==> src/rtl/pd_seq_pkg.sv <==
package pd_seq_pkg;
    typedef enum logic [2:0] {
        ST_IDLE,
        ST_CLASS,
        ST_MARK,
        ST_POWER,
        ST_AUX,
        ST_HOT
    } seq_state_t;

    localparam int F_RST   = 0;
    localparam int F_SIG   = 1;
    localparam int F_CLS   = 2;
    localparam int F_MARK  = 3;
    localparam int F_ON    = 4;
    localparam int F_OFF   = 5;
    localparam int F_AUX   = 6;
    localparam int F_OT    = 7;
    localparam int N_FLAGS = 8;
endpackage

==> src/rtl/pd_flag_cond.sv <==
module pd_flag_cond #(
    parameter int N           = 8,
    parameter int SYNC_STAGES = 2,
    parameter int DEB_CYC     = 4
) (
    input  logic         clk,
    input  logic         rst_n,
    input  logic [N-1:0] raw,
    output logic [N-1:0] clean
);
    localparam int DW = (DEB_CYC > 1) ? $clog2(DEB_CYC) : 1;

    for (genvar g = 0; g < N; g++) begin : g_flag
        logic [SYNC_STAGES-1:0] sync_q;
        logic [DW-1:0]          run_q;
        logic                   out_q;

        always_ff @(posedge clk or negedge rst_n) begin
            if (!rst_n) begin
                sync_q <= '0;
            end else begin
                sync_q <= {sync_q[SYNC_STAGES-2:0], raw[g]};
            end
        end

        always_ff @(posedge clk or negedge rst_n) begin
            if (!rst_n) begin
                run_q <= '0;
                out_q <= 1'b0;
            end else if (sync_q[SYNC_STAGES-1] == out_q) begin
                run_q <= '0;
            end else if (run_q == DW'(DEB_CYC - 1)) begin
                run_q <= '0;
                out_q <= sync_q[SYNC_STAGES-1];
            end else begin
                run_q <= run_q + 1'b1;
            end
        end

        assign clean[g] = out_q;
    end
endmodule

==> src/rtl/pd_event_ctr.sv <==
module pd_event_ctr #(
    parameter int MAX_EVENTS = 5,
    parameter int CNT_W      = $clog2(MAX_EVENTS + 1)
) (
    input  logic             clk,
    input  logic             rst_n,
    input  logic             clr,
    input  logic             inc,
    input  logic             freeze_set,
    output logic [CNT_W-1:0] cnt
);
    logic frozen_q;

    always_ff @(posedge clk or negedge rst_n) begin
        if (!rst_n) begin
            cnt      <= '0;
            frozen_q <= 1'b0;
        end else if (clr) begin
            cnt      <= '0;
            frozen_q <= 1'b0;
        end else begin
            if (freeze_set) begin
                frozen_q <= 1'b1;
            end
            if (inc && !frozen_q && cnt != CNT_W'(MAX_EVENTS)) begin
                cnt <= cnt + 1'b1;
            end
        end
    end
endmodule

==> src/rtl/pd_class_seq.sv <==
module pd_class_seq
    import pd_seq_pkg::*;
#(
    parameter int SYNC_STAGES = 2,
    parameter int DEB_CYC     = 4,
    parameter int MAX_EVENTS  = 5,
    parameter int ALT_AFTER   = 2,
    parameter int CNT_W       = $clog2(MAX_EVENTS + 1)
) (
    input  logic             clk,
    input  logic             rst_n,
    input  logic             cmp_below_reset,
    input  logic             cmp_sig,
    input  logic             cmp_class,
    input  logic             cmp_mark,
    input  logic             cmp_above_on,
    input  logic             cmp_below_off,
    input  logic             aux_req,
    input  logic             over_temp,
    input  logic             high_class,
    output logic             sig_en,
    output logic             mark_load_en,
    output logic             class_en,
    output logic             class_sel,
    output logic             gate_en,
    output logic [CNT_W-1:0] event_cnt
);
    logic [N_FLAGS-1:0] raw_flags, flags;
    seq_state_t state_q, state_d;
    logic aux_c, ot_c, rst_c, sig_c, cls_c, mark_c, above_on_c, below_off_c;
    logic drop_to_idle, cnt_clr, cnt_inc, cnt_freeze;

    assign raw_flags[F_RST]  = cmp_below_reset;
    assign raw_flags[F_SIG]  = cmp_sig;
    assign raw_flags[F_CLS]  = cmp_class;
    assign raw_flags[F_MARK] = cmp_mark;
    assign raw_flags[F_ON]   = cmp_above_on;
    assign raw_flags[F_OFF]  = cmp_below_off;
    assign raw_flags[F_AUX]  = aux_req;
    assign raw_flags[F_OT]   = over_temp;

    pd_flag_cond #(
        .N(N_FLAGS), .SYNC_STAGES(SYNC_STAGES), .DEB_CYC(DEB_CYC)
    ) u_cond (
        .clk(clk), .rst_n(rst_n), .raw(raw_flags), .clean(flags)
    );

    assign rst_c       = flags[F_RST];
    assign sig_c       = flags[F_SIG];
    assign cls_c       = flags[F_CLS];
    assign mark_c      = flags[F_MARK];
    assign above_on_c  = flags[F_ON];
    assign below_off_c = flags[F_OFF];
    assign aux_c       = flags[F_AUX];
    assign ot_c        = flags[F_OT];

    // next-state: aux > overtemp > reset comparator > per-state moves
    always_comb begin
        state_d      = state_q;
        drop_to_idle = 1'b0;
        if (aux_c) begin
            state_d = ST_AUX;
        end else if (ot_c) begin
            state_d = ST_HOT;
        end else if (rst_c) begin
            state_d = ST_IDLE;
        end else begin
            unique case (state_q)
                ST_IDLE: begin
                    if (above_on_c)  state_d = ST_POWER;
                    else if (cls_c)  state_d = ST_CLASS;
                end
                ST_CLASS: begin
                    if (above_on_c)  state_d = ST_POWER;
                    else if (mark_c) state_d = ST_MARK;
                    else if (sig_c) begin
                        state_d      = ST_IDLE;
                        drop_to_idle = 1'b1;
                    end
                end
                ST_MARK: begin
                    if (above_on_c)  state_d = ST_POWER;
                    else if (cls_c)  state_d = ST_CLASS;
                    else if (sig_c && !mark_c) begin
                        state_d      = ST_IDLE;
                        drop_to_idle = 1'b1;
                    end
                end
                ST_POWER: begin
                    if (below_off_c) state_d = ST_IDLE;
                end
                ST_AUX:   state_d = ST_IDLE;
                ST_HOT:   state_d = ST_IDLE;
                default:  state_d = ST_IDLE;
            endcase
        end
    end

    always_ff @(posedge clk or negedge rst_n) begin
        if (!rst_n) state_q <= ST_IDLE;
        else        state_q <= state_d;
    end

    assign cnt_clr    = aux_c || (rst_c && !ot_c) || drop_to_idle;
    assign cnt_inc    = (state_d == ST_CLASS) && (state_q != ST_CLASS);
    assign cnt_freeze = (state_d == ST_POWER);

    pd_event_ctr #(
        .MAX_EVENTS(MAX_EVENTS), .CNT_W(CNT_W)
    ) u_ctr (
        .clk(clk), .rst_n(rst_n), .clr(cnt_clr), .inc(cnt_inc),
        .freeze_set(cnt_freeze), .cnt(event_cnt)
    );

    // Moore outputs
    always_comb begin
        sig_en       = 1'b0;
        mark_load_en = 1'b0;
        class_en     = 1'b0;
        gate_en      = 1'b0;
        unique case (state_q)
            ST_IDLE:  sig_en = 1'b1;
            ST_CLASS: begin
                sig_en   = 1'b1;
                class_en = 1'b1;
            end
            ST_MARK:  mark_load_en = 1'b1;
            ST_POWER: gate_en = 1'b1;
            ST_AUX:   sig_en = 1'b0;
            ST_HOT:   sig_en = 1'b1;
            default:  sig_en = 1'b0;
        endcase
        class_sel = class_en && high_class && (event_cnt > CNT_W'(ALT_AFTER));
    end
endmodule

==> config.mk <==
export PLATFORM = sky130hd
export DESIGN_NAME = pd_class_seq
export DESIGN_NICKNAME = d
export VERILOG_FILES = /design/src/rtl/pd_seq_pkg.sv /design/src/rtl/pd_flag_cond.sv /design/src/rtl/pd_event_ctr.sv /design/src/rtl/pd_class_seq.sv
export SDC_FILE = /design/constraint.sdc
export NUM_CORES = 1
export LEC_CHECK = 0
export ABC_AREA = 1
export BUFFER_PORTS_ARGS = -buffer_cell sky130_fd_sc_hd__buf_2
export CELL_PAD_IN_SITES_DETAIL_PLACEMENT = 0
export CELL_PAD_IN_SITES_GLOBAL_PLACEMENT = 1
export CORE_MARGIN = 2
export CORE_UTILIZATION = 40
export CTS_BUF_LIST = sky130_fd_sc_hd__clkbuf_4
export DETAILED_ROUTE_END_ITERATION = 8
export HOLD_SLACK_MARGIN = 0.12
export PLACE_DENSITY_LB_ADDON = 0.1
export SLEW_MARGIN = 20
export SYNTH_ARGS = -nofsm -noshare
export SYNTH_HDL_FRONTEND = slang
export SYNTH_HIERARCHICAL = 1
export SYNTH_SLANG_ARGS = --single-unit
==> constraint.sdc <==
create_clock -name clk -period 2.1 [get_ports clk]
set_clock_uncertainty 0.15 [all_clocks]
set_input_delay 0.42 -clock clk [delete_from_list [all_inputs] [get_ports clk]]
set_output_delay 0.42 -clock clk [all_outputs]
set_load 0.02 [all_outputs]
==> results.sh <==
export IMPL_cellLeakagePower_nw=1.31
export IMPL_max_slew_margin_pct=77.8
export IMPL_layoutNonFillerInstCount=338
export IMPL_outcome="finished, final reports clean"
export IMPL_antenna_left=0
export IMPL_yosys_warnings=6
export IMPL_cp_start_kind="flop"
export IMPL_portBuffers=18
export IMPL_critical_path_class="reg2out"
export IMPL_clock_latency_ns=0.35
export IMPL_min_path_cells=0
export IMPL_clk_pin_slew_ns=0.14
export IMPL_post_place_cells=317
export IMPL_finalWirelength_um=3130
export IMPL_synth_top_area_cell="dfrtp_1"
export IMPL_cts_buffers_inserted=5
export IMPL_synth_cells=235
export IMPL_die_area_um2=5830
export IMPL_place_ws_ns=0.194
export IMPL_synth_top_area_share_pct=56.1
export IMPL_cpPeakStageDelay_ns=0.43
export IMPL_start_util_pct=41.3
export IMPL_fin_crit_ns=2.01
export IMPL_syn_to_final_growth_pct=15.6
export IMPL_viasPerCell=4.19
export IMPL_crit_arrival_ns=1.44
export IMPL_synthTopCellsByCount="nand2_1 (54), dfrtp_1 (47), inv_1 (42)"
export IMPL_hold_path_class="reg2reg"
export IMPL_end_kind="output pin"
export IMPL_n_antenna_cell=0
export IMPL_max_freq_ghz=0.497
export IMPL_grt_max_degree=22
export IMPL_setup_violations=0
export IMPL_cpMaxStageDelayCell="dfrtp_1"
export IMPL_fillers=545
export IMPL_synth_nets=256
export IMPL_tightest_slew_ns=0.333
export IMPL_post_drt_wl_per_cell_um=9.26
export IMPL_synthTopCellsByArea="dfrtp_1 (56%), nand2_1 (9.7%), inv_1 (7.5%), ha_1 (6.0%), nor2_1 (5.2%)"
export IMPL_place_hpwl_um=2250
export IMPL_drc=0
export IMPL_dr_pass1_iters=4
export IMPL_post_dp_cell_area_um2=2230
export IMPL_coreArea_um2=5070
export IMPL_cts_root_buffer="clkbuf_4"
export IMPL_clkSinkCount=47
export IMPL_period_share_pct=95.8
export IMPL_max_vdd_ir_drop_mv=0.426
export IMPL_async_reset_ff_share_pct=100
export IMPL_die_w_um=76.4
export IMPL_grt_pass1_vias=1366
export IMPL_drive_gt1_share_pct=16.4
export IMPL_maxCapViolCount=0
export IMPL_drt_initial_drc_count=60
export IMPL_syn_avg_cell_area_um2=8.92
export IMPL_rsz0062_at_grt="yes"
export IMPL_fin_nets=288
export IMPL_synth_seq_cells=47
export IMPL_synth_flop_cell="dfrtp_1"
export IMPL_path_max_fanout=6
export IMPL_antenna_found_initial=0
export IMPL_grt_pass1_wl_um=5910
export IMPL_hold_violations=0
export IMPL_grt_ovfl_total=0
export IMPL_setup_ws_ns=0.0888
export IMPL_slew_viol_final=0
export IMPL_ctsHtreeMaxLevel=2
export IMPL_synth_edf_count=0
export IMPL_yosysMostFrequentCell="nand2_1"
export IMPL_crit_required_ns=1.53
export IMPL_pin_count=19
export IMPL_rows=26
export IMPL_cts_tree="yes"
export IMPL_p_per_area_nw_per_um2=1130
export IMPL_synth_cell_types=19
export IMPL_die_h_um=76.4
export IMPL_grtUsageTotal_pct=12.5
export IMPL_ys_seq_area_share_pct=56.1
export IMPL_vias=1417
export IMPL_r2r_cells=15
export IMPL_mappedNetlistArea_um2=2100
export IMPL_design_area_um2=2420
export IMPL_critical_path_cell_chain="inv_2, nand2_4, nor2_4, nand2_1, nor2_1, buf_4"
export IMPL_gp_congestion=0.807
export IMPL_clockBufferDepth=2
==> layout make-up <==
cell class | instances | area, um^2 | share of cell area, %
sequential | 47 | 1180 | 48.6
multi-input combinational | 137 | 711 | 29.3
timing repair buffer | 33 | 228 | 9.40
inverter | 43 | 161 | 6.66
tap | 70 | 87.6 | 3.62
clock buffer | 5 | 37.5 | 1.55
clock inverter | 3 | 20.0 | 0.826
==> layout by cell type (no fill, tap or decap), drive strengths merged <==
| cell | synthesis | routed |
|---|---|---|
| nand4 | 2 | 2 |
| dfrtp | 47 | 47 |
| nand3 | 6 | 6 |
| nand2 | 60 | 60 |
| clkinvlp | 0 | 1 |
| or2 | 8 | 8 |
| clkbuf | 0 | 5 |
| a21oi | 1 | 1 |
| inv | 42 | 42 |
| dlygate4sd3 | 0 | 9 |
| o21bai | 1 | 1 |
| o211ai | 1 | 1 |
| nor2 | 32 | 32 |
| clkinv | 1 | 3 |
| nor3 | 2 | 2 |
| ha | 10 | 10 |
| o21ai | 13 | 13 |
| buf | 8 | 24 |
| o21a | 1 | 1 |
==> power by group <==
part / leakage [nW] / internal (mW) / switching (mW) / total [mW]
Clock: 0.0288 / 0.129 / 0.277 / 0.406
Sequential: 0.583 / 1.15 / 0.196 / 1.35
Combinational: 0.693 / 0.402 / 0.585 / 0.987
Total: 1.31 / 1.68 / 1.06 / 2.74
==> metrics by stage <==
stage	total power [mW]	hold WS, ns	setup TNS, ns	utilization [%]
final	2.74	0.208	0	47.7
after global routing	3.05	0.198	-0.0847	47.7
after CTS	2.73	0.215	0	46.8
after detailed placement	2.29	0.185	0	43.9
after global placement	2.29	0.181	0	43.9
after floorplan	2.14	-0.0256	0	-
==> flip-flops by register name (all words and copies together) (netlist names) <==
| register | count |
|---|---|
| u_cond/g_flag.out_q | 8 |
| u_ctr/frozen_q | 1 |
| state_q | 3 |
| u_cond/g_flag.sync_q | 16 |
| u_cond/g_flag.run_q | 16 |
| u_ctr/cnt | 3 |
==> metal layers <==
layer | routed length [um] | global-route usage [%]
met1 | 1590 | 16.9
met2 | 1390 | 18.9
met3 | 100 | 3.20
met4 | 46 | 5.45
met5 | 0 | 0
==> timing repair <==
item,CTS,global route
gates resized for setup,0,7
setup endpoints to repair,0,4
hold buffers,9,0
setup buffers,0,4
hold endpoints to repair,21,0
==> logic make-up (layout without fill, tap and decap cells) <==
| logic type | Yosys count | count (layout) | share of synthesized area, % |
|---|---|---|---|
| AO/OA/AOI/OAI | 17 | 17 | 4.42 |
| buffers and inverters | 51 | 84 | 10.6 |
| adder cells (fa/ha/maj) | 10 | 10 | 5.97 |
| AND/OR/NAND/NOR | 110 | 110 | 22.9 |
| flip-flops | 47 | 47 | 56.1 |
==> worst max-delay path: cells and delay by family, from the launching register on <==
| kind | cells | cell delay [ns] |
|---|---|---|
| DFF | 1 | 0.43 |
| and+or+nand+nor | 4 | 0.40 |
| buffers and inverters | 2 | 0.25 |
==> final timing paths <==
path | slack (ns) | to | start
max | 0.09 | class_sel | state_q[1]$_DFF_PN0_
min | 0.21 | u_cond/g_flag[6].sync_q[1]$_DFF_PN0_ | u_cond/g_flag[6].sync_q[0]$_DFF_PN0_
max reg2reg | 0.16 | u_ctr/cnt[2]$_DFFE_PN0P_ | state_q[1]$_DFF_PN0_
min reg2reg | 0.21 | u_cond/g_flag[6].sync_q[1]$_DFF_PN0_ | u_cond/g_flag[6].sync_q[0]$_DFF_PN0_
max in group asynchronous | 0.86 | state_q[0]$_DFF_PN0_ | rst_n
min in group asynchronous | 0.34 | u_cond/g_flag[4].run_q[1]$_DFF_PN0_ | rst_n
No activity file was read; power rests on OpenSTA's default activity.
